**config.mk**
```make
export PLATFORM = sky130hd
export DESIGN_NAME = sram_async_ctl
export DESIGN_NICKNAME = d
export VERILOG_FILES = /design/src/rtl/sram_ctl_pkg.sv /design/src/rtl/sram_pwrup_gate.sv /design/src/rtl/sram_phase_timer.sv /design/src/rtl/sram_seq.sv /design/src/rtl/sram_async_ctl.sv
export SDC_FILE = /design/constraint.sdc
export NUM_CORES = 1
export LEC_CHECK = 0
export ABC_CLOCK_PERIOD_IN_PS = 5600
export CAP_MARGIN = 5
export CELL_PAD_IN_SITES_DETAIL_PLACEMENT = 1
export CELL_PAD_IN_SITES_GLOBAL_PLACEMENT = 2
export CORE_ASPECT_RATIO = 2
export CORE_MARGIN = 1.5
export CORE_UTILIZATION = 26
export DETAILED_ROUTE_END_ITERATION = 10
export PLACE_DENSITY = 0.83
export SLEW_MARGIN = 20
export SYNTH_ARGS = -nofsm -noshare
export SYNTH_HDL_FRONTEND = slang
export SYNTH_SLANG_ARGS = --single-unit
```
**constraint.sdc**
```tcl
create_clock -name clk -period 5.6 [get_ports clk]
set_input_delay 1.68 -clock clk [delete_from_list [all_inputs] [get_ports clk]]
set_output_delay 1.68 -clock clk [all_outputs]
set_load 0.01 [all_outputs]
```
**src/rtl/sram_ctl_pkg.sv**
```systemverilog
package sram_ctl_pkg;

    typedef enum logic [2:0] {
        PH_PWRUP  = 3'd0,
        PH_IDLE   = 3'd1,
        PH_RACC   = 3'd2,
        PH_TURN   = 3'd3,
        PH_WSETUP = 3'd4,
        PH_WPULSE = 3'd5,
        PH_WHOLD  = 3'd6
    } phase_e;

    // Registered pin image of the memory control lines
    typedef struct packed {
        logic ce_n;
        logic oe_n;
        logic we_n;
        logic drive;
    } strobe_t;

    localparam strobe_t STROBE_IDLE = '{ce_n: 1'b1, oe_n: 1'b1, we_n: 1'b1, drive: 1'b0};

    // Whole clock periods covering a time in ns, never below one
    function automatic int cyc_for(input int ns, input int clk_ns);
        int c;
        c = (ns + clk_ns - 1) / clk_ns;
        return (c < 1) ? 1 : c;
    endfunction

    function automatic strobe_t strobe_of(input phase_e ph);
        strobe_t s;
        s = STROBE_IDLE;
        case (ph)
            PH_RACC:   begin s.ce_n = 1'b0; s.oe_n = 1'b0; end
            PH_WSETUP: begin s.ce_n = 1'b0; end
            PH_WPULSE: begin s.ce_n = 1'b0; s.we_n = 1'b0; s.drive = 1'b1; end
            PH_WHOLD:  begin s.ce_n = 1'b0; s.drive = 1'b1; end
            default:   s = STROBE_IDLE;
        endcase
        return s;
    endfunction

endpackage

```
**src/rtl/sram_pwrup_gate.sv**
```systemverilog
module sram_pwrup_gate #(
    parameter int PWRUP_CYC = 10000
) (
    input  logic clk,
    input  logic rst,
    output logic pwr_ok
);
    localparam int CW = $clog2(PWRUP_CYC + 1);

    logic [CW-1:0] cnt_q;

    always_ff @(posedge clk) begin
        if (rst)
            cnt_q <= '0;
        else if (cnt_q != CW'(PWRUP_CYC))
            cnt_q <= cnt_q + 1'b1;
    end

    assign pwr_ok = (cnt_q == CW'(PWRUP_CYC));

    AST_PWRUP_STAYS_OK: assert property (@(posedge clk) disable iff (rst)
        pwr_ok |=> pwr_ok);

endmodule

```
**src/rtl/sram_phase_timer.sv**
```systemverilog
module sram_phase_timer #(
    parameter int W = 2
) (
    input  logic         clk,
    input  logic         rst,
    input  logic         load,
    input  logic [W-1:0] load_val,
    output logic         done
);
    logic [W-1:0] cnt_q;

    always_ff @(posedge clk) begin
        if (rst)
            cnt_q <= '0;
        else if (load)
            cnt_q <= load_val;
        else if (cnt_q != '0)
            cnt_q <= cnt_q - 1'b1;
    end

    assign done = (cnt_q == '0);

endmodule

```
**src/rtl/sram_seq.sv**
```systemverilog
module sram_seq
    import sram_ctl_pkg::*;
#(
    parameter int RD_CYC    = 1,
    parameter int SETUP_CYC = 1,
    parameter int WE_CYC    = 1,
    parameter int HOLD_CYC  = 1,
    parameter int TURN_CYC  = 1
) (
    input  logic   clk,
    input  logic   rst,
    input  logic   pwr_ok,
    input  logic   req,
    input  logic   we,
    output phase_e ph_q,
    output phase_e ph_nxt,
    output logic   accept,
    output logic   rd_sample
);
    localparam int M1 = (RD_CYC > TURN_CYC) ? RD_CYC : TURN_CYC;
    localparam int M2 = (SETUP_CYC > WE_CYC) ? SETUP_CYC : WE_CYC;
    localparam int M3 = (M1 > M2) ? M1 : M2;
    localparam int PH_MAX = (M3 > HOLD_CYC) ? M3 : HOLD_CYC;
    localparam int TW = (PH_MAX < 2) ? 1 : $clog2(PH_MAX);

    logic          done;
    logic [TW-1:0] len_m1;

    always_comb begin
        case (ph_nxt)
            PH_RACC:   len_m1 = TW'(RD_CYC - 1);
            PH_TURN:   len_m1 = TW'(TURN_CYC - 1);
            PH_WSETUP: len_m1 = TW'(SETUP_CYC - 1);
            PH_WPULSE: len_m1 = TW'(WE_CYC - 1);
            PH_WHOLD:  len_m1 = TW'(HOLD_CYC - 1);
            default:   len_m1 = '0;
        endcase
    end

    sram_phase_timer #(.W(TW)) u_timer (
        .clk      (clk),
        .rst      (rst),
        .load     (ph_nxt != ph_q),
        .load_val (len_m1),
        .done     (done)
    );

    always_comb begin
        ph_nxt = ph_q;
        accept = 1'b0;
        case (ph_q)
            PH_PWRUP:  if (pwr_ok) ph_nxt = PH_IDLE;
            PH_IDLE:   if (req) begin
                           accept = 1'b1;
                           ph_nxt = we ? PH_WSETUP : PH_RACC;
                       end
            PH_RACC:   if (done) ph_nxt = PH_TURN;
            PH_TURN:   if (done) ph_nxt = PH_IDLE;
            PH_WSETUP: if (done) ph_nxt = PH_WPULSE;
            PH_WPULSE: if (done) ph_nxt = PH_WHOLD;
            PH_WHOLD:  if (done) ph_nxt = PH_IDLE;
            default:   ph_nxt = PH_PWRUP;
        endcase
    end

    assign rd_sample = (ph_q == PH_RACC) && done;

    always_ff @(posedge clk) begin
        if (rst)
            ph_q <= PH_PWRUP;
        else
            ph_q <= ph_nxt;
    end

    AST_NO_START_BEFORE_PWR: assert property (@(posedge clk) disable iff (rst)
        !pwr_ok |-> !accept);

    AST_READ_ENDS_IN_TURN: assert property (@(posedge clk) disable iff (rst)
        rd_sample |=> (ph_q == PH_TURN));

endmodule

```
**src/rtl/sram_async_ctl.sv**
```systemverilog
module sram_async_ctl
    import sram_ctl_pkg::*;
#(
    parameter int ADDR_W    = 17,
    parameter int DATA_W    = 8,
    parameter int CLK_NS    = 10,
    parameter int PWRUP_CYC = cyc_for(100000, CLK_NS),
    parameter int RD_CYC    = cyc_for(10, CLK_NS),
    parameter int SETUP_CYC = 1,
    parameter int WE_CYC    = cyc_for(8, CLK_NS),
    parameter int HOLD_CYC  = 1,
    parameter int TURN_CYC  = cyc_for(5, CLK_NS)
) (
    input  logic              clk,
    input  logic              rst,
    input  logic              host_req,
    input  logic              host_we,
    input  logic [ADDR_W-1:0] host_addr,
    input  logic [DATA_W-1:0] host_wdata,
    output logic              host_ready,
    output logic [DATA_W-1:0] host_rdata,
    output logic              host_rvalid,
    output logic              mem_ce_n,
    output logic              mem_oe_n,
    output logic              mem_we_n,
    output logic [ADDR_W-1:0] mem_addr,
    output logic [DATA_W-1:0] mem_dq_out,
    output logic              mem_dq_oe,
    input  logic [DATA_W-1:0] mem_dq_in
);
    logic              pwr_ok;
    phase_e            ph_q;
    phase_e            ph_nxt;
    logic              accept;
    logic              rd_sample;
    strobe_t           strb_q;
    logic [ADDR_W-1:0] addr_q;
    logic [DATA_W-1:0] wdata_q;
    logic [DATA_W-1:0] rdata_q;
    logic              rvalid_q;

    sram_pwrup_gate #(.PWRUP_CYC(PWRUP_CYC)) u_pwrup (
        .clk    (clk),
        .rst    (rst),
        .pwr_ok (pwr_ok)
    );

    sram_seq #(
        .RD_CYC    (RD_CYC),
        .SETUP_CYC (SETUP_CYC),
        .WE_CYC    (WE_CYC),
        .HOLD_CYC  (HOLD_CYC),
        .TURN_CYC  (TURN_CYC)
    ) u_seq (
        .clk       (clk),
        .rst       (rst),
        .pwr_ok    (pwr_ok),
        .req       (host_req),
        .we        (host_we),
        .ph_q      (ph_q),
        .ph_nxt    (ph_nxt),
        .accept    (accept),
        .rd_sample (rd_sample)
    );

    // Strobes come straight from flops so the pins never glitch
    always_ff @(posedge clk) begin
        if (rst)
            strb_q <= STROBE_IDLE;
        else
            strb_q <= strobe_of(ph_nxt);
    end

    always_ff @(posedge clk) begin
        if (rst) begin
            addr_q   <= '0;
            wdata_q  <= '0;
            rdata_q  <= '0;
            rvalid_q <= 1'b0;
        end else begin
            if (accept) begin
                addr_q  <= host_addr;
                wdata_q <= host_wdata;
            end
            if (rd_sample)
                rdata_q <= mem_dq_in;
            rvalid_q <= rd_sample;
        end
    end

    assign host_ready  = (ph_q == PH_IDLE);
    assign host_rdata  = rdata_q;
    assign host_rvalid = rvalid_q;
    assign mem_ce_n    = strb_q.ce_n;
    assign mem_oe_n    = strb_q.oe_n;
    assign mem_we_n    = strb_q.we_n;
    assign mem_dq_oe   = strb_q.drive;
    assign mem_addr    = addr_q;
    assign mem_dq_out  = wdata_q;

    AST_PWRUP_QUIET: assert property (@(posedge clk) disable iff (rst)
        !pwr_ok |-> (!host_ready && mem_ce_n));

    AST_OE_HIGH_IN_WRITE: assert property (@(posedge clk) disable iff (rst)
        !mem_we_n |-> (mem_oe_n && !mem_ce_n));

    AST_ADDR_STABLE: assert property (@(posedge clk) disable iff (rst)
        (!mem_ce_n && !$past(mem_ce_n)) |-> $stable(mem_addr));

    AST_WDATA_STABLE: assert property (@(posedge clk) disable iff (rst)
        (mem_dq_oe && $past(mem_dq_oe)) |-> $stable(mem_dq_out));

    AST_DRIVE_IN_WRITE: assert property (@(posedge clk) disable iff (rst)
        mem_dq_oe |-> (!mem_ce_n && mem_oe_n));

    AST_NO_BUS_FIGHT: assert property (@(posedge clk) disable iff (rst)
        !mem_oe_n |-> !mem_dq_oe);

    AST_TURNAROUND: assert property (@(posedge clk) disable iff (rst)
        $rose(mem_oe_n) |-> (mem_ce_n && !mem_dq_oe));

    AST_RVALID_PULSE: assert property (@(posedge clk) disable iff (rst)
        host_rvalid |=> !host_rvalid);

    AST_BUSY_IGNORES_REQ: assert property (@(posedge clk) disable iff (rst)
        !host_ready |-> !accept);

endmodule

```
==> results of run 1 <==
-- worst min-delay path: cells and delay by family (launching register included) --
kind	cells	cell delay, ps
AO/OA/AOI/OAI	1	50
flip-flops	1	310
AND/OR/NAND/NOR	1	50
-- cells in the final DEF (no fill, tap or decap), drive strengths merged, types with 2 or more instances in the layout --
cell,count
a21oi,36
clkdlybuf4s50,75
nand2b,4
o21ai,2
a2bb2oi,2
ha,2
nor3,8
nand4,3
nand3,8
nand2,70
xnor2,8
dfxtp,56
o21a,2
nor4,2
xor2,3
nor2,15
inv,8
a32oi,2
clkbuf,5
or3,5
and3,2
-- metrics by stage --
| step | total power [mW] | instance area (um^2) | std cells | hold slack [ps] |
|---|---|---|---|---|
| floorplan | 0.424 | 2170 | 263 | 481 |
| global placement | 0.453 | 2990 | 422 | 441 |
| detailed placement | 0.454 | 2990 | 422 | 451 |
| CTS | 0.811 | 3160 | 430 | 461 |
| global route | 0.830 | 3160 | 430 | 485 |
| finish | 0.800 | 3160 | 430 | 455 |
-- cells in the mapped netlist (2+ instances only) --
library cell   n
xor2_1         3
clkbuf_1      15
ha_1           2
and3_1         2
nand3_1        8
a2bb2oi_1      2
or3_1          5
o21a_1         2
dfxtp_1       56
xnor2_1        8
a21oi_1       36
nor2_1        15
inv_1          8
nand4_1        3
o21ai_0        2
nand2_1       70
nor3_1         8
nand2b_1       4
-- routing by layer --
layer / share of wire / global-route usage / vias up
met5: 0 / 0 / -
met3: 0.053 / 0.0410 / 12
li1: - / - / 1004
met2: 0.56 / 0.269 / 57
met1: 0.36 / 0.154 / 959
met4: 0.030 / 0.0635 / 0
-- power by group --
| part | switching, mW | leakage [nW] | internal (mW) |
|---|---|---|---|
| registers | 0.00371 | 0.452 | 0.400 |
| clock network | 0.145 | 0.0798 | 0.210 |
| logic | 0.0139 | 0.514 | 0.0267 |
-- logic make-up (layout without fill, tap and decap cells) --
kind of cell,Yosys count,after routing,synth area share
mux,1,1,0.00461
fa+ha+maj,2,2,0.0115
buf+inv,23,92,0.0398
simple gates,120,120,0.250
xor+xnor,11,11,0.0444
other cells,1,1,0.00173
compound gates,49,49,0.131
flops,56,56,0.517
-- registers in the layout (all words and copies together), names as in the netlist --
register,flops
mem_addr,17
u_pwrup.cnt_q,14
host_rdata,8
mem_dq_out,8
u_seq.ph_q,3
host_rvalid,1
mem_ce_n,1
mem_dq_oe,1
mem_oe_n,1
mem_we_n,1
u_seq.u_timer.cnt_q,1
-- worst max path at each step --
stage               depth (start not counted)  slack (ps)     startpoint           end
finish                                      3        2150  u_seq.ph_q[0]    host_ready
global route                                3        2040  u_seq.ph_q[0]    host_ready
CTS                                         3        2140  u_seq.ph_q[0]    host_ready
detailed placement                          4        2080       host_req  mem_addr[12]
global placement                            4        2150       host_req  mem_addr[12]
floorplan                                   3        2910  u_seq.ph_q[0]    host_ready
-- layout make-up --
class                           count  area share
Multi-Input combinational cell    184       0.304
Tap cell                           98      0.0388
Inverter                            8     0.00950
Clock buffer                        5      0.0396
Sequential cell                    56       0.355
Timing Repair Buffer               76       0.240
Clock inverter                      3      0.0135
==> impl_metrics.toml, run 1 <==
[clock_network]
post-cts-setup-buffers = 0
cts_tree = "built"
cts-root-buf = "clkbuf_16"
ctsResizeCount = 0
tritoncts.num_buffers = 5
clk_path_buf_depth = 2
clk_latency_ps = 290
path_clk_slew_ps = 70
hold_buffers = 0
cts_sinks = 56
htree_levels = 2

[layout]
fin_nets = 370
fill_cells = 946
multi_input_area_um2 = 962
area_delta_synth_final_pct = 45.7
ff_latch_area_um2 = 1120
num_antenna_cells = 0
fin_util = 0.387
layout-drive-gt1-share = 0.0361

[sta]
tightest_slew_ps = 1020
drv_slew = 0
finalSetupTns_ps = 0
setup_viol = 0
hold_viol = 0
finClkSkew_ps = 4.77
grt_setup_unrepaired = "false"
slew-limit-headroom = 0.315
min_period_over_period = 0.616
period_minus_slack_ps = 3450
fmax_mhz = 290
fin_ws_ps = 2150

[hold_path]
hold_class = "reg2reg"
min_to = "mem_addr[15]"
hold_start = "mem_addr[15]"
hold_path_depth = 2

[pwr]
leakagePower_nw = 1.05
vdd_ir_drop_max_mv = 0.209
power_density_nw_per_um2 = 253

[synthesis]
async_flop_share = 0
yosysUniqueCellTypes = 32
synth_top_cell_area_share = 0.517
synth_seq_area_share = 0.517
synth.avg_cell_area_um2 = 8.25
synth_area_leaders = "dfxtp_1 52%, nand2_1 12%, a21oi_1 8.3%, xnor2_1 3.2%, clkbuf_1 2.6%"
synth-main-ff-cell = "dfxtp_1"
yosys_warnings = 0
syn_area_um2 = 2170
syn_inst = 263
ys_seq_elements = 56
yosysTopAreaCell = "dfxtp_1"
syn_nets = 302
synth_edf_count = 0

[route]
postRouteAntennaNets = 0
drt_wl_total_um = 6110
vias = 2032
via_per_inst = 4.73
drtIter0Drc = 21
first_pass_iters = 3
wl_per_cell_um = 14.2
drc = 0

[worst_setup_path]
reg2reg_slack_ps = 3430
cp.required_ps = 3920
path_buf_inv = 2
timing.rr.end = "mem_we_n"
r2r_start = "u_pwrup.cnt_q[2]"
arrival_ps = 1770
max_stage_delay_ps = 560
cp_max_fo = 11
worst_path_dominant_cell_family = "buffers and inverters"
start_kind = "flip-flop"
slowest_stage = "clkdlybuf4s50_1"
path_class = "reg2out"
worstSetupEndpointType = "output pin"
crit_chain = "inv_1 > nor3_1 > clkdlybuf4s50_1"
rr_worst_depth = 4

[floorplan]
core_region_area_um2 = 8170
num_rows = 47
die_x_um = 67.6
io_pins = 76
initial_core_util = 0.265
die_y_um = 132
dieArea_um2 = 8940

[place]
dpl.hpwl_um = 4590
finalWeightedCongestion = 0.774
io_buffers = 75
place_ws_ps = 2080

[global_route]
grt_pass1_vias = 2163
track_usage = 0.150
grt_pass1_wl_um = 10200
grt_max_degree = 38
grt.overflow.total = 0
antenna_found_initial = 0

[run]
drv_cap = 0

[run_status]
status = "complete, no violations"
Power figures use the tool's default switching activity.
==> inputs of run 2 (changes only) <==
--- a/config.mk
+++ b/config.mk
@@ -5,15 +5,15 @@
 export SDC_FILE = /design/constraint.sdc
 export NUM_CORES = 1
 export LEC_CHECK = 0
-export ABC_CLOCK_PERIOD_IN_PS = 5600
+export ABC_CLOCK_PERIOD_IN_PS = 3300
 export CAP_MARGIN = 5
 export CELL_PAD_IN_SITES_DETAIL_PLACEMENT = 1
 export CELL_PAD_IN_SITES_GLOBAL_PLACEMENT = 2
 export CORE_ASPECT_RATIO = 2
 export CORE_MARGIN = 1.5
-export CORE_UTILIZATION = 26
+export CORE_UTILIZATION = 25
 export DETAILED_ROUTE_END_ITERATION = 10
-export PLACE_DENSITY = 0.83
+export PLACE_DENSITY = 0.8
 export SLEW_MARGIN = 20
 export SYNTH_ARGS = -nofsm -noshare
 export SYNTH_HDL_FRONTEND = slang
==> constraint.sdc (replaced) <==
create_clock -name clk -period 3.3 [get_ports clk]
set_input_delay 0.99 -clock clk [delete_from_list [all_inputs] [get_ports clk]]
set_output_delay 0.99 -clock clk [all_outputs]
set_load 0.01 [all_outputs]
==> run 2 against run 1 <==
Effect of this change:
- first-iteration DRC count up 140%
- clock power up 54%
- combinational power up 68%
- via count about the same
- critical path depth unchanged
- cell area down 0.36%
- die area up 3.9%
- sequential cell count unchanged
- worst setup slack worse by 1600 ps
- clock skew up 1.8 ps
- critical path type unchanged
- core utilization down 0.95 points
- highest routed layer unchanged
- final cell count up 0.47%
==> impl_metrics.toml, run 2 (synthesized netlist as in run 1, its figures left out) <==
[worst_setup_path]
path_class = "reg2out"
crit_chain = "inv_1 > nor3_1 > clkdlybuf4s50_1"
path_buf_inv = 2
max_stage_delay_ps = 560
worstSetupEndpointType = "output pin"
start_kind = "flip-flop"
cp.required_ps = 2310
rr_worst_depth = 4
cp_max_fo = 11
reg2reg_slack_ps = 1210
r2r_start = "u_pwrup.cnt_q[2]"
worst_path_dominant_cell_family = "buffers and inverters"
slowest_stage = "clkdlybuf4s50_1"
arrival_ps = 1710
timing.rr.end = "mem_we_n"

[route]
wl_met1_um = 2280
wl_per_cell_um = 14.7
drtIter0Drc = 50
via_per_inst = 4.70
highest_layer = "met4"
postRouteAntennaNets = 0
first_pass_iters = 3
drc = 0
vias = 2031
wl_met2_um = 3610
drt_wl_total_um = 6350
wl_met3_um = 329

[clock_network]
clk_latency_ps = 300
post-cts-setup-buffers = 0
cts_tree = "built"
path_clk_slew_ps = 70
hold_buffers = 0
tritoncts.num_buffers = 5
cts-root-buf = "clkbuf_16"
cts_sinks = 56
clk_path_buf_depth = 2
htree_levels = 2
ctsResizeCount = 0

[floorplan]
initial_core_util = 0.260
io_pins = 76
num_rows = 47
core_region_area_um2 = 8350
die_y_um = 135
die_x_um = 68.9
dieArea_um2 = 9280

[layout]
fin_nets = 372
largest_reg_flops = 17
mostFrequentLayoutCell = "clkdlybuf4s50_1"
final_cell_mix = "74 x clkdlybuf4s50_1, 70 x nand2_1, 56 x dfxtp_1, 36 x a21oi_1, 15 x nor2_1"
area_delta_synth_final_pct = 45.2
layout-drive-gt1-share = 0.0389
final_cell_area_um2 = 3150
num_antenna_cells = 0
fin_util = 0.377

[hold_path]
hold_class = "reg2reg"
hold_start = "host_rdata[6]"
min_to = "host_rdata[6]"
hold_path_depth = 2

[sta]
grt_setup_unrepaired = "false"
slew-limit-headroom = 0.403
finalSetupTns_ps = 0
tightest_slew_ps = 889
min_period_over_period = 0.819
hold_viol = 0
finClkSkew_ps = 6.56
fmax_mhz = 370
drv_slew = 0
setup_viol = 0
period_minus_slack_ps = 2700

[run_status]
status = "complete, no violations"

[place]
dpl.hpwl_um = 4720
io_buffers = 75
placed_area_um2 = 3000
finalWeightedCongestion = 0.779

[pwr]
power_density_nw_per_um2 = 413
leakagePower_nw = 1.05
vdd_ir_drop_max_mv = 0.352

[global_route]
grt_pass1_vias = 2211
grt.overflow.total = 0
antenna_found_initial = 0
grt_pass1_wl_um = 10600
track_usage = 0.153
grt_max_degree = 43

[run]
drv_cap = 0
-- run 2: cell types whose count changed in the layout (fill, tap and decap cells not counted) --
cell | previous run | this run
buf_2 | 0 | 1
buf_4 | 1 | 3
bufinv_16 | 1 | 0
clkbuf_1 | 0 | 2
clkbuf_8 | 0 | 1
clkdlybuf4s50_1 | 75 | 74
clkinv_2 | 1 | 0
clkinvlp_4 | 1 | 0
-- run 2: worst min-delay path, stage by stage (launching register included) --
cell     delay, ps
dfxtp_1        310
nand2_1         50
a21oi_1         50
-- run 2: stage by stage --
stage / instances / total power [mW] / worst slack [ps] / hold WS, ps
CTS: 432 / 1.32 / 560 / 461
global placement: 424 / 0.769 / 842 / 441
detailed placement: 424 / 0.770 / 837 / 450
floorplan: 263 / 0.719 / 1300 / 481
global route: 432 / 1.35 / 477 / 480
finish: 432 / 1.30 / 597 / 456
-- run 2: worst max-delay path by stage --
stage	slack (ps)	cells after the start	startpoint	to
after floorplan	1300	3	u_seq.ph_q[0]	host_ready
after global placement	840	5	host_req	mem_we_n
after detailed placement	840	5	host_req	mem_we_n
after CTS	560	3	u_seq.ph_q[0]	host_ready
after global routing	480	3	u_seq.ph_q[0]	host_ready
final	600	3	u_seq.ph_q[0]	host_ready
-- run 2: cell type report --
cell class | instances | area (um^2)
Inverter | 8 | 30.0
Multi-Input combinational cell | 184 | 962
Fill cell | 1000 | 5200
Timing Repair Buffer | 78 | 768
Sequential cell | 56 | 1120
Tap cell | 98 | 123
Clock buffer | 8 | 146
-- run 2: routing by layer --
layer	vias up	GRT usage
met4	0	0.0599
met5	-	0
met2	48	0.278
met3	8	0.0450
met1	967	0.154
li1	1008	-
-- run 2: where the power goes --
part / internal, mW / switching, mW / leakage (nW)
clock: 0.304 / 0.244 / 0.0712
sequential: 0.679 / 0.00587 / 0.452
combinational: 0.0446 / 0.0235 / 0.523
total: 1.03 / 0.273 / 1.05
==> inputs of run 3 (changes only) <==
--- a/config.mk
+++ b/config.mk
@@ -5,7 +5,7 @@
 export SDC_FILE = /design/constraint.sdc
 export NUM_CORES = 1
 export LEC_CHECK = 0
-export ABC_CLOCK_PERIOD_IN_PS = 3300
+export ABC_CLOCK_PERIOD_IN_PS = 2700
 export CAP_MARGIN = 5
 export CELL_PAD_IN_SITES_DETAIL_PLACEMENT = 1
 export CELL_PAD_IN_SITES_GLOBAL_PLACEMENT = 2
==> constraint.sdc (replaced) <==
create_clock -name clk -period 2.7 [get_ports clk]
set_input_delay 0.81 -clock clk [delete_from_list [all_inputs] [get_ports clk]]
set_output_delay 0.81 -clock clk [all_outputs]
set_load 0.01 [all_outputs]
==> run 3 against run 2 <==
Effect of this change:
- via count stayed put
- sequential cell count stayed put
- largest cell class unchanged
- register-to-register slack worse by 600 ps
- critical endpoint unchanged
- worst setup slack worse by 430 ps
- clock power is 43% higher
- combinational power is 25% higher
- largest power group unchanged
- die area stayed put
- global-route usage is 0.21 points lower
- sequential share of layout area is 0.57 points lower
- wire length is 2.4% lower
==> impl_metrics.toml, run 3 (synthesized netlist as in run 1, its figures left out) <==
[global_route]
grt_pass1_wl_um = 10600
grt_pass1_vias = 2280
antenna_found_initial = 0
track_usage = 0.151
grt.overflow.total = 0
grt_max_degree = 26

[place]
dpl.hpwl_um = 4730
finalWeightedCongestion = 0.801
io_buffers = 75

[worst_setup_path]
path_class = "reg2out"
worstSetupEndpointType = "output pin"
arrival_ps = 1720
start_kind = "flip-flop"
critPathLaunch = "u_seq.ph_q[0]"
r2r_start = "u_pwrup.cnt_q[2]"
rr_worst_depth = 4
cp_max_fo = 11
cp.required_ps = 1890

[floorplan]
dieArea_um2 = 9280
num_rows = 47
io_pins = 76
die_x_um = 68.9
initial_core_util = 0.260
core_region_area_um2 = 8350
die_y_um = 135

[route]
first_pass_iters = 3
wl_per_cell_um = 14.3
vias = 2031
drc = 0
via_per_inst = 4.68
drt_wl_total_um = 6200
postRouteAntennaNets = 0
drtIter0Drc = 31

[layout]
final_cell_mix = "74 x clkdlybuf4s50_1, 70 x nand2_1, 56 x dfxtp_1, 36 x a21oi_1, 15 x nor2_1"
num_antenna_cells = 0
largest_reg_flops = 17
fill_cells = 1003
mostFrequentLayoutCell = "clkdlybuf4s50_1"
layout-drive-gt1-share = 0.0506
area_delta_synth_final_pct = 47.6
fin_nets = 374

[sta]
period_minus_slack_ps = 2530
drv_slew = 0
finalSetupTns_ps = 0
fmax_mhz = 395
min_period_over_period = 0.938
setup_viol = 0
hold_viol = 0
grt_setup_unrepaired = "false"
finClkSkew_ps = 6.18

[hold_path]
hold_class = "reg2reg"
hold_start = "mem_dq_out[2]"
hold_path_depth = 2

[pwr]
power_density_nw_per_um2 = 532
power_mw = 1.70
power.combinational.fraction = 0.050
pwr-share-clk = 0.459
swShare = 0.194
power_switching_mw = 0.331
seq_power_share = 0.491
leakagePower_nw = 1.08
p_int_mw = 1.37
vdd_ir_drop_max_mv = 0.409

[clock_network]
htree_levels = 2
ctsResizeCount = 0
clk_path_buf_depth = 2
hold_buffers = 0
cts-root-buf = "clkbuf_16"
path_clk_slew_ps = 70
post-cts-setup-buffers = 0
cts_tree = "built"
clk_latency_ps = 290
cts_sinks = 56
tritoncts.num_buffers = 5

[run_status]
status = "complete, no violations"

[run]
drv_cap = 0
==> run 3: cell count changes in the layout (fill, tap and decap cells not counted) <==
cell / before / now
bufinv_16: 0 / 1
clkbuf_8: 1 / 2
clkbuf_1: 2 / 0
buf_4: 3 / 5
==> run 3: power groups by stage <==
stage	combinational [mW]	clock (mW)	sequential [mW]
finish	0.0852	0.782	0.838
global route	0.0940	0.849	0.838
CTS	0.0868	0.817	0.837
detailed placement	0.0863	0	0.857
global placement	0.0850	0	0.856
floorplan	0.0250	0	0.854
==> run 3: per-stage QoR <==
stage	hold WS, ps	cells	instance area (um^2)	worst slack, ps	utilization
final	455	434	3200	167	0.383
after global routing	481	434	3200	58.1	0.383
after CTS	457	434	3200	141	0.383
after detailed placement	450	426	3020	375	0.362
after global placement	441	426	3020	430	0.362
after floorplan	481	263	2170	823	-
==> run 3: layout make-up <==
class,instances,area [um^2],share of cell area
well taps,98,123,0.0383
repair buffers,80,783,0.245
inverters,8,30.0,0.00938
clock inverters,1,30.0,0.00938
multi-input cells,184,962,0.301
clock buffers,7,153,0.0477
flip-flops and latches,56,1120,0.350
==> run 3: critical path: stages (launching register included) <==
cell             delay, ps
dfxtp_1                520
inv_1                  160
nor3_1                 190
clkdlybuf4s50_1        560
==> run 3: worst paths after layout <==
| path | endpoint | slack (ps) |
|---|---|---|
| hold / removal | mem_dq_out[2] | 460 |
| setup / recovery | host_ready | 170 |
| setup reg to reg | mem_we_n | 610 |
| hold reg to reg | mem_dq_out[2] | 460 |
==> run 3: layer usage <==
metal  share of wire  up-vias  global-route usage  routed length [um]
met2            0.57       47               0.280                3530
met3           0.049        7              0.0417                 302
met1            0.36      969               0.148                2230
met5               0        -                   0                   0
met4           0.023        0              0.0588                 144
li1                -     1008                   -                   -
